### src/rtl/oc_wave_pkg.sv
package oc_wave_pkg;

  typedef enum logic [1:0] {
    PIN_KEEP   = 2'b00,
    PIN_TOGGLE = 2'b01,
    PIN_LOW    = 2'b10,
    PIN_HIGH   = 2'b11
  } pin_act_e;

  function automatic logic pin_next(input logic [1:0] act, input logic cur);
    case (pin_act_e'(act))
      PIN_TOGGLE: pin_next = ~cur;
      PIN_LOW:    pin_next = 1'b0;
      PIN_HIGH:   pin_next = 1'b1;
      default:    pin_next = cur;
    endcase
  endfunction

endpackage

### src/rtl/oc_force_decode.sv
module oc_force_decode #(
  parameter int DATA_W    = 8,
  parameter int NCH       = 2,
  parameter int FORCE_MSB = 7
) (
  input  logic              wr,
  input  logic [DATA_W-1:0] wdata,
  input  logic              pwm_mode,
  output logic [NCH-1:0]    force_req,
  output logic [DATA_W-1:0] rdata
);
  // channel i strobe lives at bit FORCE_MSB-i; strobes are write-only
  for (genvar i = 0; i < NCH; i++) begin : g_dec
    assign force_req[i] = wr && wdata[FORCE_MSB-i] && !pwm_mode;
  end

  assign rdata = '0;
endmodule

### src/rtl/oc_channel.sv
module oc_channel
  import oc_wave_pkg::*;
#(
  parameter int CNT_W = 16
) (
  input  logic             clk,
  input  logic             rst_n,
  input  logic             tick,
  input  logic [CNT_W-1:0] cnt,
  input  logic [CNT_W-1:0] cmp,
  input  logic [1:0]       act,
  input  logic             pwm_mode,
  input  logic             force_req,
  output logic             hit,
  output logic             wave,
  output logic             flag
);
  logic apply;

  assign hit   = tick && (cnt == cmp);
  assign apply = (hit || force_req) && !pwm_mode;

  always_ff @(posedge clk) begin
    if (!rst_n) begin
      wave <= 1'b0;
      flag <= 1'b0;
    end else begin
      flag <= hit;
      if (apply) wave <= pin_next(act, wave);
    end
  end

  assert_hit_flag_R2: assert property (@(posedge clk) disable iff (!rst_n)
    hit |=> flag);
  assert_force_quiet_R5: assert property (@(posedge clk) disable iff (!rst_n)
    (force_req && !hit) |=> !flag);
  assert_pwm_hold_R7: assert property (@(posedge clk) disable iff (!rst_n)
    pwm_mode |=> $stable(wave));
  assert_toggle_once_R10: assert property (@(posedge clk) disable iff (!rst_n)
    ((hit || force_req) && !pwm_mode && act == 2'b01) |=> (wave != $past(wave)));
  assert_set_high_R3: assert property (@(posedge clk) disable iff (!rst_n)
    ((hit || force_req) && !pwm_mode && act == 2'b11) |=> wave);
endmodule

### src/rtl/oc_wave_unit.sv
module oc_wave_unit #(
  parameter int CNT_W     = 16,
  parameter int DATA_W    = 8,
  parameter int FORCE_MSB = 7
) (
  input  logic              clk,
  input  logic              rst_n,
  input  logic              cnt_tick,
  input  logic [CNT_W-1:0]  cnt_val,
  input  logic [CNT_W-1:0]  cmp_a,
  input  logic [CNT_W-1:0]  cmp_b,
  input  logic [1:0]        com_a,
  input  logic [1:0]        com_b,
  input  logic              pwm_mode,
  input  logic              ctc_mode,
  input  logic              ctl_wr,
  input  logic [DATA_W-1:0] ctl_wdata,
  output logic [DATA_W-1:0] ctl_rdata,
  output logic              wave_a,
  output logic              wave_b,
  output logic              match_a,
  output logic              match_b,
  output logic              ctc_clr
);
  localparam int NCH = 2;

  logic [NCH-1:0]       force_req, hit, wave, flag;
  logic [CNT_W-1:0]     cmp_arr [NCH];
  logic [1:0]           act_arr [NCH];

  assign cmp_arr[0] = cmp_a;
  assign cmp_arr[1] = cmp_b;
  assign act_arr[0] = com_a;
  assign act_arr[1] = com_b;

  oc_force_decode #(.DATA_W(DATA_W), .NCH(NCH), .FORCE_MSB(FORCE_MSB)) u_dec (
    .wr(ctl_wr), .wdata(ctl_wdata), .pwm_mode(pwm_mode),
    .force_req(force_req), .rdata(ctl_rdata)
  );

  for (genvar i = 0; i < NCH; i++) begin : g_ch
    oc_channel #(.CNT_W(CNT_W)) u_ch (
      .clk(clk), .rst_n(rst_n), .tick(cnt_tick), .cnt(cnt_val),
      .cmp(cmp_arr[i]), .act(act_arr[i]), .pwm_mode(pwm_mode),
      .force_req(force_req[i]), .hit(hit[i]), .wave(wave[i]), .flag(flag[i])
    );
  end

  // only a real channel A hit may ask for a counter clear
  always_ff @(posedge clk) begin
    if (!rst_n) ctc_clr <= 1'b0;
    else        ctc_clr <= ctc_mode && !pwm_mode && hit[0];
  end

  assign wave_a  = wave[0];
  assign wave_b  = wave[1];
  assign match_a = flag[0];
  assign match_b = flag[1];

  assert_clr_needs_hit_R6: assert property (@(posedge clk) disable iff (!rst_n)
    ctc_clr |-> match_a);
  assert_clr_not_pwm_R11: assert property (@(posedge clk) disable iff (!rst_n)
    (pwm_mode || !ctc_mode) |=> !ctc_clr);
  assert_no_tick_quiet_R12: assert property (@(posedge clk) disable iff (!rst_n)
    !cnt_tick |=> (!match_a && !match_b && !ctc_clr));
endmodule

### config.mk
export PLATFORM = sky130hd
export DESIGN_NAME = oc_wave_unit
export DESIGN_NICKNAME = d
export VERILOG_FILES = /design/src/rtl/oc_wave_pkg.sv /design/src/rtl/oc_force_decode.sv /design/src/rtl/oc_channel.sv /design/src/rtl/oc_wave_unit.sv
export SDC_FILE = /design/constraint.sdc
export NUM_CORES = 1
export LEC_CHECK = 0
export BUFFER_PORTS_ARGS = -buffer_cell sky130_fd_sc_hd__buf_4
export CAP_MARGIN = 20
export CORE_MARGIN = 2
export CORE_UTILIZATION = 30
export DETAILED_ROUTE_END_ITERATION = 12
export PLACE_DENSITY_LB_ADDON = 0.05
export SETUP_SLACK_MARGIN = 0.02
export SLEW_MARGIN = 20
export SYNTH_ARGS = -nofsm -noshare
export SYNTH_HDL_FRONTEND = slang
export SYNTH_SLANG_ARGS = --single-unit
### constraint.sdc
create_clock -name clk -period 1.2 [get_ports clk]
set_input_delay 0.06 -clock clk [delete_from_list [all_inputs] [get_ports clk]]
set_output_delay 0.06 -clock clk [all_outputs]
set_load 0.01 [all_outputs]
# [Word-level counts from Yosys, hierarchy flattened]
# Index checks and enable logic that the tools add are counted.
[classes] eq_ne=8 mux=2 n_bitwise=2 reduce_logical=17
[op_table] cell="equality test 16 bit" n=2
[op_table] cell="logical AND 1 bit" n=10
[op_table] cell="equality test 2 bit (second input constant)" n=4
[op_table] cell="one-hot mux 1 bit (3 select lines)" n=2
[op_table] cell="nonzero test 3 bit" n=2
[op_table] cell="equality test 2 x 1 -> 1 bit (second input constant)" n=2
[op_table] cell="AND reduction 2 bit" n=2
[op_table] cell="logical OR 1 bit" n=2
[op_table] cell="inverter 1 bit" n=2
[op_table] cell="zero test 1 bit" n=1
[word_totals] register_bits=5 input_bits=66 output_inout_bits=13 word_cells=34

# [Longest topological paths before layout]
# Gate-level depths: netlist (run 1).
[logic_depth] depth_word=5 mapped_depth=5 depth_no_buf=5

# [Hierarchy]
# Synthesis (run 1) repeated with hierarchy kept, for this count alone.
[hier_totals] cells_unflattened=97 area_unflattened_um2=747.0
[by_module_without_submodules] module="oc_channel" n_inst=2 cells_per_inst=42 area_per_inst_um2=317.8 seq_area_each_um2=40.0
[by_module_without_submodules] module="oc_force_decode" n_inst=1 cells_per_inst=11 area_per_inst_um2=81.3 seq_area_each_um2=0.0
[by_module_without_submodules] module="oc_wave_unit" n_inst=1 cells_per_inst=2 area_per_inst_um2=30.0 seq_area_each_um2=20.0

# [Least setup slack after synthesis (run 1)]
# Ideal clock, no wire load.
[synth_path] path_type="reg-to-reg" startpoint="register g_ch[0].u_ch.wave" endpoint="register g_ch[0].u_ch.wave" setup_ns=0.057 arrival_time_ns=1.142 required_time_ns=1.143 path_slack_ns=0.001 path_stages_with_launch=4 n_path_buf=0 synth_period_minus_slack_ns=1.199 path_cell_list="dfxtp_1 > or4_1 > o21ai_0 > a31o_2"
[synth_via] elab_chain_cells=2
[synth_lines] element="start, declared" line="oc_channel.sv:15" rtl="output logic wave,"
[synth_lines] element="start signal, assigned" line="oc_channel.sv:29" rtl="if (apply) wave <= pin_next(act, wave);"
[synth_lines] element="inverter 1 bit" line="oc_wave_pkg.sv:12" rtl="PIN_TOGGLE: pin_next = ~cur;"
[synth_lines] element="one-hot mux 1 bit (3 select lines)" line="oc_wave_pkg.sv:11" rtl="case (pin_act_e'(act))"
# No other way between the ends.
# A chain may end at the register's enable or synchronous reset.

# [Worst setup path after layout (run 1)]
[layout_path] startpoint="input port cmp_a[15]" endpoint="register ctc_clr"
[layout_via] elab_chain_cells=3
[layout_lines] element="start, declared" line="oc_wave_unit.sv:10" rtl="input logic [CNT_W-1:0] cmp_a,"
[layout_lines] element="equality test 16 bit" line="oc_channel.sv:20" rtl="assign hit = tick && (cnt == cmp);"
[layout_lines] element="logical AND 1 bit" line="oc_channel.sv:20"
[layout_lines] element="logical AND 1 bit" line="oc_wave_unit.sv:52" rtl="else ctc_clr <= ctc_mode && !pwm_mode && hit[0];"
[layout_lines] element="end signal, assigned" line="oc_wave_unit.sv:52"
[layout_lines] element="end, declared" line="oc_wave_unit.sv:23" rtl="output logic ctc_clr"
# No other way between the ends.

==> results of run 1 <==
[state kept, by name (all words and copies together) (netlist names)]
register,flops
ctc_clr,1
g_ch.u_ch.wave,2
g_ch.u_ch.flag,2
[report_power, final]
part	total [mW]	switching, mW	internal, mW
Clock	0.187	0.0620	0.125
Sequential	0.172	0.00212	0.170
Combinational	0.393	0.149	0.244
Total	0.752	0.213	0.539
[final timing paths]
path	startpoint	to	slack, ps	depth (start not counted)
setup / recovery	cmp_a[15]	ctc_clr$_SDFF_PN0_	50	6
hold / removal	com_a[0]	g_ch[0].u_ch.wave$_SDFFE_PN0P_	60	2
setup reg to reg	g_ch[1].u_ch.wave$_SDFFE_PN0P_	g_ch[1].u_ch.wave$_SDFFE_PN0P_	120	3
hold reg to reg	g_ch[1].u_ch.wave$_SDFFE_PN0P_	g_ch[1].u_ch.wave$_SDFFE_PN0P_	600	3
[cell usage in the layout, fill, tap and decap left out, drive strengths merged, types with 5 or more instances in the layout]
cell,synthesis,routed
xor2,8,8
nand2,6,6
xnor2,24,24
conb,1,8
buf,8,74
dfxtp,5,5
nor2,5,5
[synth_stat cells (all sizes together) (2+ instances only)]
library cell and instances:
a31oi 2, and2 4, buf 8, dfxtp 5, nand2 6, nand3 3, nand4 4, nor2 5
nor4 4, o21ai 3, or4 3, xnor2 24, xor2 8
[routing by layer]
layer,GRT usage,part of all wire,up-vias
li1,-,-,454
met1,0.163,0.37,389
met2,0.281,0.54,40
met3,0.0200,0.084,2
met4,0.0641,0.0059,0
met5,0,0,-
[stage by stage]
| step | setup TNS [ps] | util | instance area, sq um |
|---|---|---|---|
| after floorplan | 0 | - | 729 |
| after global placement | -769 | 0.563 | 1240 |
| after detailed placement | -882 | 0.563 | 1240 |
| after CTS | 0 | 0.575 | 1270 |
| after global routing | -20.2 | 0.601 | 1330 |
| final | 0 | 0.601 | 1330 |
[what timing repair did]
item	CTS	global route
setup endpoints to repair	0	3
buffers inserted	0	2
gates resized for setup	0	7
hold endpoints to repair	0	0
[cell families after synthesis]
family | after synthesis | synth area share
buffers and inverters | 8 | 0.0854
AO/OA/AOI/OAI | 11 | 0.107
XOR/XNOR | 32 | 0.399
flip-flops | 5 | 0.142
AND/OR/NAND/NOR | 33 | 0.262
other | 1 | 0.00533
[layout make-up]
| type | instances | share of cell area |
|---|---|---|
| Multi-Input combinational cell | 84 | 0.460 |
| Timing Repair Buffer | 74 | 0.418 |
| Clock buffer | 4 | 0.0198 |
| Sequential cell | 5 | 0.0753 |
| Tap cell | 28 | 0.0264 |
==> key figures, run 1 <==
Die
  – Io pins: a little under 80
  – Row cnt: 17
  – Die height: 52.4 microns
  – Core Area: 0.00221 sq mm
  – Die Footprint: between 0.002 and 0.003 sq mm
  – Die Wd: 52.4 microns
  – Initial Utilization: 0.318

Synthesis
  – Avg Cell Area, Syn: approximately 7.8 sq um
  – Top_reg_cell synth: dfxtp_1
  – Post-synth top area share: 0.299
  – Syn. warnings: 0
  – Seq/Total Area, Yosys: 0.142
  – Register bit total from synthesis: 5
  – Post-synth EDFFs: 0
  – Post-synth top area cell: xnor2_1
  – Synth Cell Area: about 700 sq um
  – Async SR Flop Fraction: 0
  – Synth cell types: 25
  – Top cells by area, synth: xnor2_1 (30%), dfxtp_1 (14%), xor2_1 (10%)
  – Syn Inst Count: 90

Timing
  – Hold WS: about 63 ps
  – Fin. max-slew vios: 0
  – Min Tclk post-route: 1150 ps
  – Layout Skew: 0 ps
  – Max Clock Freq: ~870 MHz
  – Slack of the critical path: about 48 ps
  – Post-route clock period utilization: 0.960
  – Final Hold Viols: 0
  – Setup repair after global routing missed its margin: yes
  – # setup viols final: 0

Critical path
  – Crit-path leading delay family: simple AND/OR/NAND/NOR gates
  – Crit path buffers/inverters: 1
  – CP max stage delay: approximately 500 ps
  – Crit. End Element: flip-flop
  – Worst path cell trace: buf_4 -> xnor2_1 -> nand4_1 -> or4_1 -> nor2_1 -> and4b_1
  – CP required: around 1400 ps
  – Crit Path Class: in2reg
  – Critical Path Slowest Stage Cell: or4_1
  – Crit path DAT: ~1300 ps
  – Critical Path Start Type: input pin
  – Crit Path Max Fanout: 3

Route
  – Pre-Repair DR Iteration Count: 4
  – Post-DRT Antenna Nets: 0
  – DRC: 0
  – DRT Wirelength: 2040 microns
  – First DRT Iteration DRCs: 7
  – Total number of vias: approximately 890
  – Wire per inst: 10.5 microns
  – Via/cell ratio: roughly 4.5

Status
  – Status: complete, no violations

CTS
  – Total CTS buffers: 3
  – CTS clk-pin slew, worst paths: roughly 40 ps
  – H-tree depth: 1
  – Hold_buf cts: 0
  – Longest Clk Path Bufs: 2
  – Clk sinks: 5
  – CTS tree: built
  – Worst skew pair latency: approximately 240 ps
  – Clock Tree Root: clkbuf_4

Finish
  – Layout cell share with drive strength beyond 1: 0.521
  – Non-filler cells, final: between 150 and 200
  – Ant. Diodes: 0
  – NumNets Final: ~230
  – Area grow syn2layout: 89.0%
  – Register area: 100 sq um
  – Area of the multi-input gates: 612 sq um
  – Fill count: ~210

Placed design
  – Cells after DPL: 189
  – HPWL after DPL: 1870 microns
  – GP Congestion: slightly below 0.8
  – IO buf count: between 60 and 70
  – Pre-CTS setup slack: -231 ps

Global route
  – GR Util All Layers: 0.149
  – First-pass GRT wire length: between 3000 and 4000 microns
  – Largest net degree at the start of global routing: 8
  – Initial antenna violation count: 0
  – GR Overflow Total: 0
  – Vias in the first global route: about 810

Hold path
  – Hold WC Path Type: in2reg

Power
  – Pwr Density: 566 mW/mm^2
  – Leak pwr: 0.615 nW
  – Pwr Total: approximately 750 uW
  – Max rail drop VDD: about 0.33 mV

Job
  – Maximum capacitance violations: 0
(Power assumes the default switching activity.)
==> run 2, diff against run 1 <==
--- a/config.mk
+++ b/config.mk
@@ -7,7 +7,6 @@
 export LEC_CHECK = 0
 export BUFFER_PORTS_ARGS = -buffer_cell sky130_fd_sc_hd__buf_4
 export CAP_MARGIN = 20
-export CORE_MARGIN = 2
 export CORE_UTILIZATION = 30
 export DETAILED_ROUTE_END_ITERATION = 12
 export PLACE_DENSITY_LB_ADDON = 0.05
==> run 2 against run 1 <==
Against the previous run: die area shrank 7.5%; worst setup slack gained 15 ps; global-route usage grew 0.73 points; worst hold slack gained 0.62 ps; register-to-register slack lost 30 ps; clock power grew 3%; count of clock-buffer cells in the layout is the same; routed wire length shrank 1.3%; sequential share of layout area shrank 0.10 points; non-clock buffer count is the same; critical endpoint unchanged.
==> key figures, run 2 (synthesized netlist as in run 1, its figures left out) <==
Timing
  – Max Clock Freq: 880 MHz (was 868 MHz)
  – Final Hold Viols: 0 (unchanged)
  – Setup repair after global routing missed its margin: yes (unchanged)
  – # setup viols final: 0 (unchanged)
  – Fin. max-slew vios: 0 (unchanged)
  – Layout Skew: 0 ps (unchanged)
  – Post-route clock period utilization: 0.947 (was 0.960)
  – Min Tclk post-route: 1140 ps (was 1150 ps)

Route
  – Pre-Repair DR Iteration Count: 4 (unchanged)
  – DRT Wirelength: 2010 microns (was 2040 microns)
  – First DRT Iteration DRCs: 10 (was 7)
  – Post-DRT Antenna Nets: 0 (unchanged)
  – DRC: 0 (unchanged)
  – Total number of vias: 897 (was 885)
  – Via/cell ratio: 4.60 (was 4.54)
  – Wire per inst: 10.3 microns (was 10.5 microns)

Critical path
  – CP required: 1380 ps (about the same)
  – Worst reg2reg path startpoint: g_ch[1].u_ch.wave$_SDFFE_PN0P_ (unchanged)
  – CP max stage delay: 490 ps (was 500 ps)
  – Crit. End Element: flip-flop (unchanged)
  – Crit path buffers/inverters: 1 (unchanged)
  – Crit path launch: cmp_a[3] (was cmp_a[15])
  – Crit Path Class: in2reg (unchanged)
  – Crit path DAT: 1320 ps (was 1330 ps)
  – Critical Path Slowest Stage Cell: or4_1 (unchanged)
  – Crit-path leading delay family: simple AND/OR/NAND/NOR gates (unchanged)
  – Critical Path Start Type: input pin (unchanged)
  – Worst path cell trace: buf_4 -> xnor2_1 -> nand4_1 -> or4_1 -> nor2_1 -> and4b_1 (unchanged)
  – Crit Path Max Fanout: 3 (unchanged)

Power
  – Leak pwr: 0.633 nW (was 0.615 nW)
  – Flop pwr share: 0.223 (was 0.229)
  – Int Power: 547 uW (was 539 uW)
  – Clk pwr share: 0.248 (was 0.249)
  – Switching pwr: 226 uW (was 213 uW)
  – Pwr Total: 773 uW (was 752 uW)
  – Pwr Density: 567 mW/mm^2 (was 566 mW/mm^2)
  – Max rail drop VDD: 0.323 mV (was 0.331 mV)
  – Sw frac: 0.292 (was 0.283)
  – Comb power frac: 0.528 (was 0.522)

CTS
  – Longest Clk Path Bufs: 2 (unchanged)
  – Clk sinks: 5 (unchanged)
  – CTS clk-pin slew, worst paths: 40 ps (about the same)
  – CTS tree: built (unchanged)
  – Clock Tree Root: clkbuf_4 (unchanged)
  – Worst skew pair latency: 240 ps (about the same)
  – H-tree depth: 1 (unchanged)
  – Total CTS buffers: 3 (unchanged)

Finish
  – Top flop regs: g_ch.u_ch.flag: 2 flops, g_ch.u_ch.wave: 2 flops, ctc_clr: 1 flops (unchanged)
  – Fill count: 216 (was 212)
  – Most common cell after layout, fill and taps aside: buf_4 (unchanged)
  – NumNets Final: 234 (unchanged)
  – Layout cell share with drive strength beyond 1: 0.557 (was 0.521)
  – Ant. Diodes: 0 (unchanged)
  – Area grow syn2layout: 94.0% (was 89.0%)
  – Commonest non-fill, non-tap cells in the layout: buf_4 (74), xnor2_1 (17), xor2_1 (8), conb_1 (8), xnor2_2 (7) (was buf_4 (74), xnor2_1 (20), xor2_1 (8), conb_1 (8), nand2_1 (6))
  – Fin util: 0.617 (was 0.601)

Global route
  – First-pass GRT wire length: 3030 microns (was 3080 microns)
  – Largest net degree at the start of global routing: 8 (unchanged)
  – Initial antenna violation count: 0 (unchanged)
  – Vias in the first global route: 795 (was 814)
  – GR Util All Layers: 0.156 (was 0.149)
  – GR Overflow Total: 0 (unchanged)

Hold path
  – Hold WC Path Type: in2reg (unchanged)
  – Origin of the worst min-delay path: com_a[0] (unchanged)

Placed design
  – IO buf count: 64 (unchanged)
  – HPWL after DPL: 1730 microns (was 1870 microns)
  – GP Congestion: 0.801 (was 0.775)

Die
  – Initial Utilization: 0.318 (unchanged)
  – Die Wd: 50.4 microns (was 52.4 microns)
  – Die height: 50.4 microns (was 52.4 microns)
  – Io pins: 79 (unchanged)
  – Row cnt: 17 (unchanged)
  – Die Footprint: 0.00254 sq mm (was 0.00275 sq mm)
  – Core Area: 0.00221 sq mm (unchanged)

Status
  – Status: complete, no violations (unchanged)

Job
  – Maximum capacitance violations: 0 (unchanged)
run 2: cell counts in the layout (fill, tap and decap cells not counted):
No cell type changed its count.
run 2: stage by stage:
stage / instance area (sq um) / setup WS (ps) / setup TNS (ps) / hold WS [ps] / cells
2_1_floorplan: 729 / 22.6 / 0 / 182 / 97
3_3_place_gp: 1240 / -220 / -820 / 304 / 189
3_5_place_dp: 1240 / -206 / -867 / 310 / 189
4_1_cts: 1270 / 28.7 / 0 / 59.4 / 193
5_1_grt: 1360 / 11.4 / 0 / 57.3 / 195
6_report: 1360 / 63.6 / 0 / 63.4 / 195
run 2: worst paths after layout:
kind                                    end  slack, ps  cells after the start
min          g_ch[0].u_ch.wave$_SDFFE_PN0P_         60                      2
min reg2reg  g_ch[1].u_ch.wave$_SDFFE_PN0P_        590                      3
max reg2reg  g_ch[1].u_ch.wave$_SDFFE_PN0P_         90                      3
max                      ctc_clr$_SDFF_PN0_         60                      6
run 2: area by class of cell:
type,instances,area (sq um),share of cell area
timing repair buffer,74,556,0.407
clock buffer,4,26.3,0.0193
sequential,5,101,0.0743
multi-input combinational,84,646,0.473
tap,28,35.0,0.0257
run 2: per-layer routing:
layer,routed length (microns),global-route usage
met5,0,0
met4,23,0.0833
met3,123,0.0121
met2,1110,0.293
met1,758,0.171
run 2: worst reg2reg max path: stages (launching register included):
cell       delay, ps
dfxtp_2          310
or4_1            460
o21ai_1          140
o2bb2ai_1        120
run 2: timing repair:
| item | CTS | global route |
|---|---|---|
| pin swaps | 0 | 11 |
| buffers inserted | 0 | 2 |
| hold buffers | 0 | 0 |
| setup endpoints to repair | 1 | 5 |
| gates resized for setup | 1 | 12 |
run 2: power groups by stage:
stage	registers [mW]	clock network, mW	logic (mW)
2_1_floorplan	0.178	0	0.160
6_report	0.173	0.192	0.408
3_3_place_gp	0.175	0	0.364
3_5_place_dp	0.175	0	0.370
5_1_grt	0.173	0.214	0.443
4_1_cts	0.172	0.199	0.371
==> run 3, diff against run 2 <==
--- a/config.mk
+++ b/config.mk
@@ -9,6 +9,7 @@
 export CAP_MARGIN = 20
 export CORE_UTILIZATION = 30
 export DETAILED_ROUTE_END_ITERATION = 12
+export GPL_TIMING_DRIVEN = 0
 export PLACE_DENSITY_LB_ADDON = 0.05
 export SETUP_SLACK_MARGIN = 0.02
 export SLEW_MARGIN = 20
==> run 3 against run 2 <==
Against the previous run: count of clock-buffer cells in the layout unchanged; via count decreased by 3.5%; clock skew unchanged; worst hold slack improved by 0.74 ps; worst setup slack got worse by 9.9 ps; largest power group unchanged; global-route usage decreased by 0.26 points; core utilization increased by 2.7 points; routed wire length decreased by 0.35%; total power increased by 2.2%; sequential share of layout area decreased by 0.23 points.
==> key figures, run 3 (synthesized netlist as in run 1, its figures left out) <==
Die
  – Core Area: 0.00221 sq mm (unchanged)
  – Die height: 50.4 microns (unchanged)
  – Die Footprint: 0.00254 sq mm (unchanged)
  – Io pins: 79 (unchanged)
  – Row cnt: 17 (unchanged)
  – Initial Utilization: 0.318 (unchanged)
  – Die Wd: 50.4 microns (unchanged)

Route
  – DRC: 0 (unchanged)
  – Pre-Repair DR Iteration Count: 4 (unchanged)
  – Via/cell ratio: 4.44 (was 4.60)
  – Post-DRT Antenna Nets: 0 (unchanged)
  – DRT Wirelength: 2010 microns (about the same)
  – Wire per inst: 10.3 microns (about the same)
  – First DRT Iteration DRCs: 2 (was 10)
  – Total number of vias: 866 (was 897)

CTS
  – CTS clk-pin slew, worst paths: 40 ps (about the same)
  – Clk sinks: 5 (unchanged)
  – Longest Clk Path Bufs: 2 (unchanged)
  – CTS tree: built (unchanged)
  – Hold_buf cts: 0 (unchanged)
  – Total CTS buffers: 3 (unchanged)
  – Clock Tree Root: clkbuf_4 (unchanged)
  – H-tree depth: 1 (unchanged)
  – Worst skew pair latency: 240 ps (about the same)

Timing
  – Max Clock Freq: 872 MHz (was 880 MHz)
  – Fin. max-slew vios: 0 (unchanged)
  – Final Hold Viols: 0 (unchanged)
  – Min Tclk post-route: 1150 ps (was 1140 ps)
  – Layout Skew: 0 ps (unchanged)
  – # setup viols final: 0 (unchanged)
  – Post-route clock period utilization: 0.955 (was 0.947)

Finish
  – Ant. Diodes: 0 (unchanged)
  – NumNets Final: 234 (unchanged)
  – Layout cell share with drive strength beyond 1: 0.599 (was 0.557)
  – Fin util: 0.644 (was 0.617)
  – Most common cell after layout, fill and taps aside: buf_4 (unchanged)
  – Area grow syn2layout: 102% (was 94.0%)
  – Commonest non-fill, non-tap cells in the layout: buf_4 (71), xnor2_1 (14), xnor2_2 (10) (was buf_4 (74), xnor2_1 (17), xor2_1 (8), conb_1 (8), xnor2_2 (7))
  – Top flop regs: g_ch.u_ch.flag: 2 flops, g_ch.u_ch.wave: 2 flops, ctc_clr: 1 flops (unchanged)
  – Final Instance Area: 0.00142 sq mm (was 0.00136 sq mm)

Global route
  – Initial antenna violation count: 0 (unchanged)
  – Vias in the first global route: 782 (was 795)
  – GR Util All Layers: 0.154 (was 0.156)
  – Largest net degree at the start of global routing: 8 (unchanged)
  – First-pass GRT wire length: 3020 microns (was 3030 microns)
  – GR Overflow Total: 0 (unchanged)

Status
  – Status: complete, no violations (unchanged)

Power
  – Pwr Total: 790 uW (was 773 uW)
  – Leak pwr: 0.665 nW (was 0.633 nW)
  – Pwr Density: 555 mW/mm^2 (was 567 mW/mm^2)
  – Max rail drop VDD: 0.475 mV (was 0.323 mV)

Placed design
  – IO buf count: 64 (unchanged)
  – HPWL after DPL: 1700 microns (was 1730 microns)
  – Cell Area, Placed: 0.00124 sq mm (unchanged)
  – GP Congestion: 0.779 (was 0.801)

Job
  – Maximum capacitance violations: 0 (unchanged)

Hold path
  – Hold WC Path Type: in2reg (unchanged)

Critical path
  – Crit Path Max Fanout: 2 (was 3)
  – Crit path DAT: 1310 ps (was 1320 ps)
  – Crit Path Class: reg2reg (was in2reg)
  – CP required: 1370 ps (was 1380 ps)
  – Crit. End Element: flip-flop (unchanged)
  – Critical Path Start Type: flip-flop (was input pin)
run 3: cell counts in the layout (fill, tap and decap cells not counted):
No cell type changed its count.
run 3: routing by layer:
metal	vias up	global-route usage	wire, microns
li1	455	-	-
met1	361	0.166	762
met2	44	0.289	1070
met3	6	0.0242	141
met4	0	0.0694	38
met5	-	0	0
run 3: area by class of cell:
type	instances	area [sq um]
buffer	8	60.1
tap	28	35.0
timing repair buffer	66	507
clock buffer	4	26.3
sequential	5	103
fill	204	788
multi-input combinational	84	693
run 3: worst paths after layout:
| kind | start | cells past startpoint | to | slack [ps] |
|---|---|---|---|---|
| worst max register to register | g_ch[1].u_ch.wave$_SDFFE_PN0P_ | 3 | g_ch[1].u_ch.wave$_SDFFE_PN0P_ | 50 |
| worst max-delay path | g_ch[1].u_ch.wave$_SDFFE_PN0P_ | 3 | g_ch[1].u_ch.wave$_SDFFE_PN0P_ | 50 |
| worst min register to register | g_ch[1].u_ch.wave$_SDFFE_PN0P_ | 3 | g_ch[1].u_ch.wave$_SDFFE_PN0P_ | 590 |
| worst min-delay path | com_a[0] | 2 | g_ch[0].u_ch.wave$_SDFFE_PN0P_ | 60 |
run 3: critical path: stages (launching register included):
cell and delay [ps]:
dfxtp_2 310, or4_1 520, o21ai_2 140, o2bb2ai_1 110
run 3: stage by stage:
| step | hold WS (ps) | setup slack, ps | TNS [ps] | std cells |
|---|---|---|---|---|
| floorplan | 182 | 22.6 | 0 | 97 |
| global placement | 307 | -301 | -972 | 189 |
| detailed placement | 304 | -281 | -1010 | 189 |
| CTS | 57.7 | 20.1 | 0 | 195 |
| global route | 67.3 | -11.1 | -11.1 | 195 |
| finish | 64.1 | 53.7 | 0 | 195 |
run 3: timing repair:
action,CTS,global route
setup buffers,2,0
endpoints found under the setup margin,3,5
pin swaps,5,14
gates resized for setup,5,20
run 3: where the power goes:
group | total (mW) | leakage (nW) | switching, mW | internal (mW)
Clock | 0.191 | 0.0150 | 0.0657 | 0.126
Sequential | 0.173 | 0.0413 | 0.00197 | 0.171
Combinational | 0.426 | 0.608 | 0.165 | 0.261
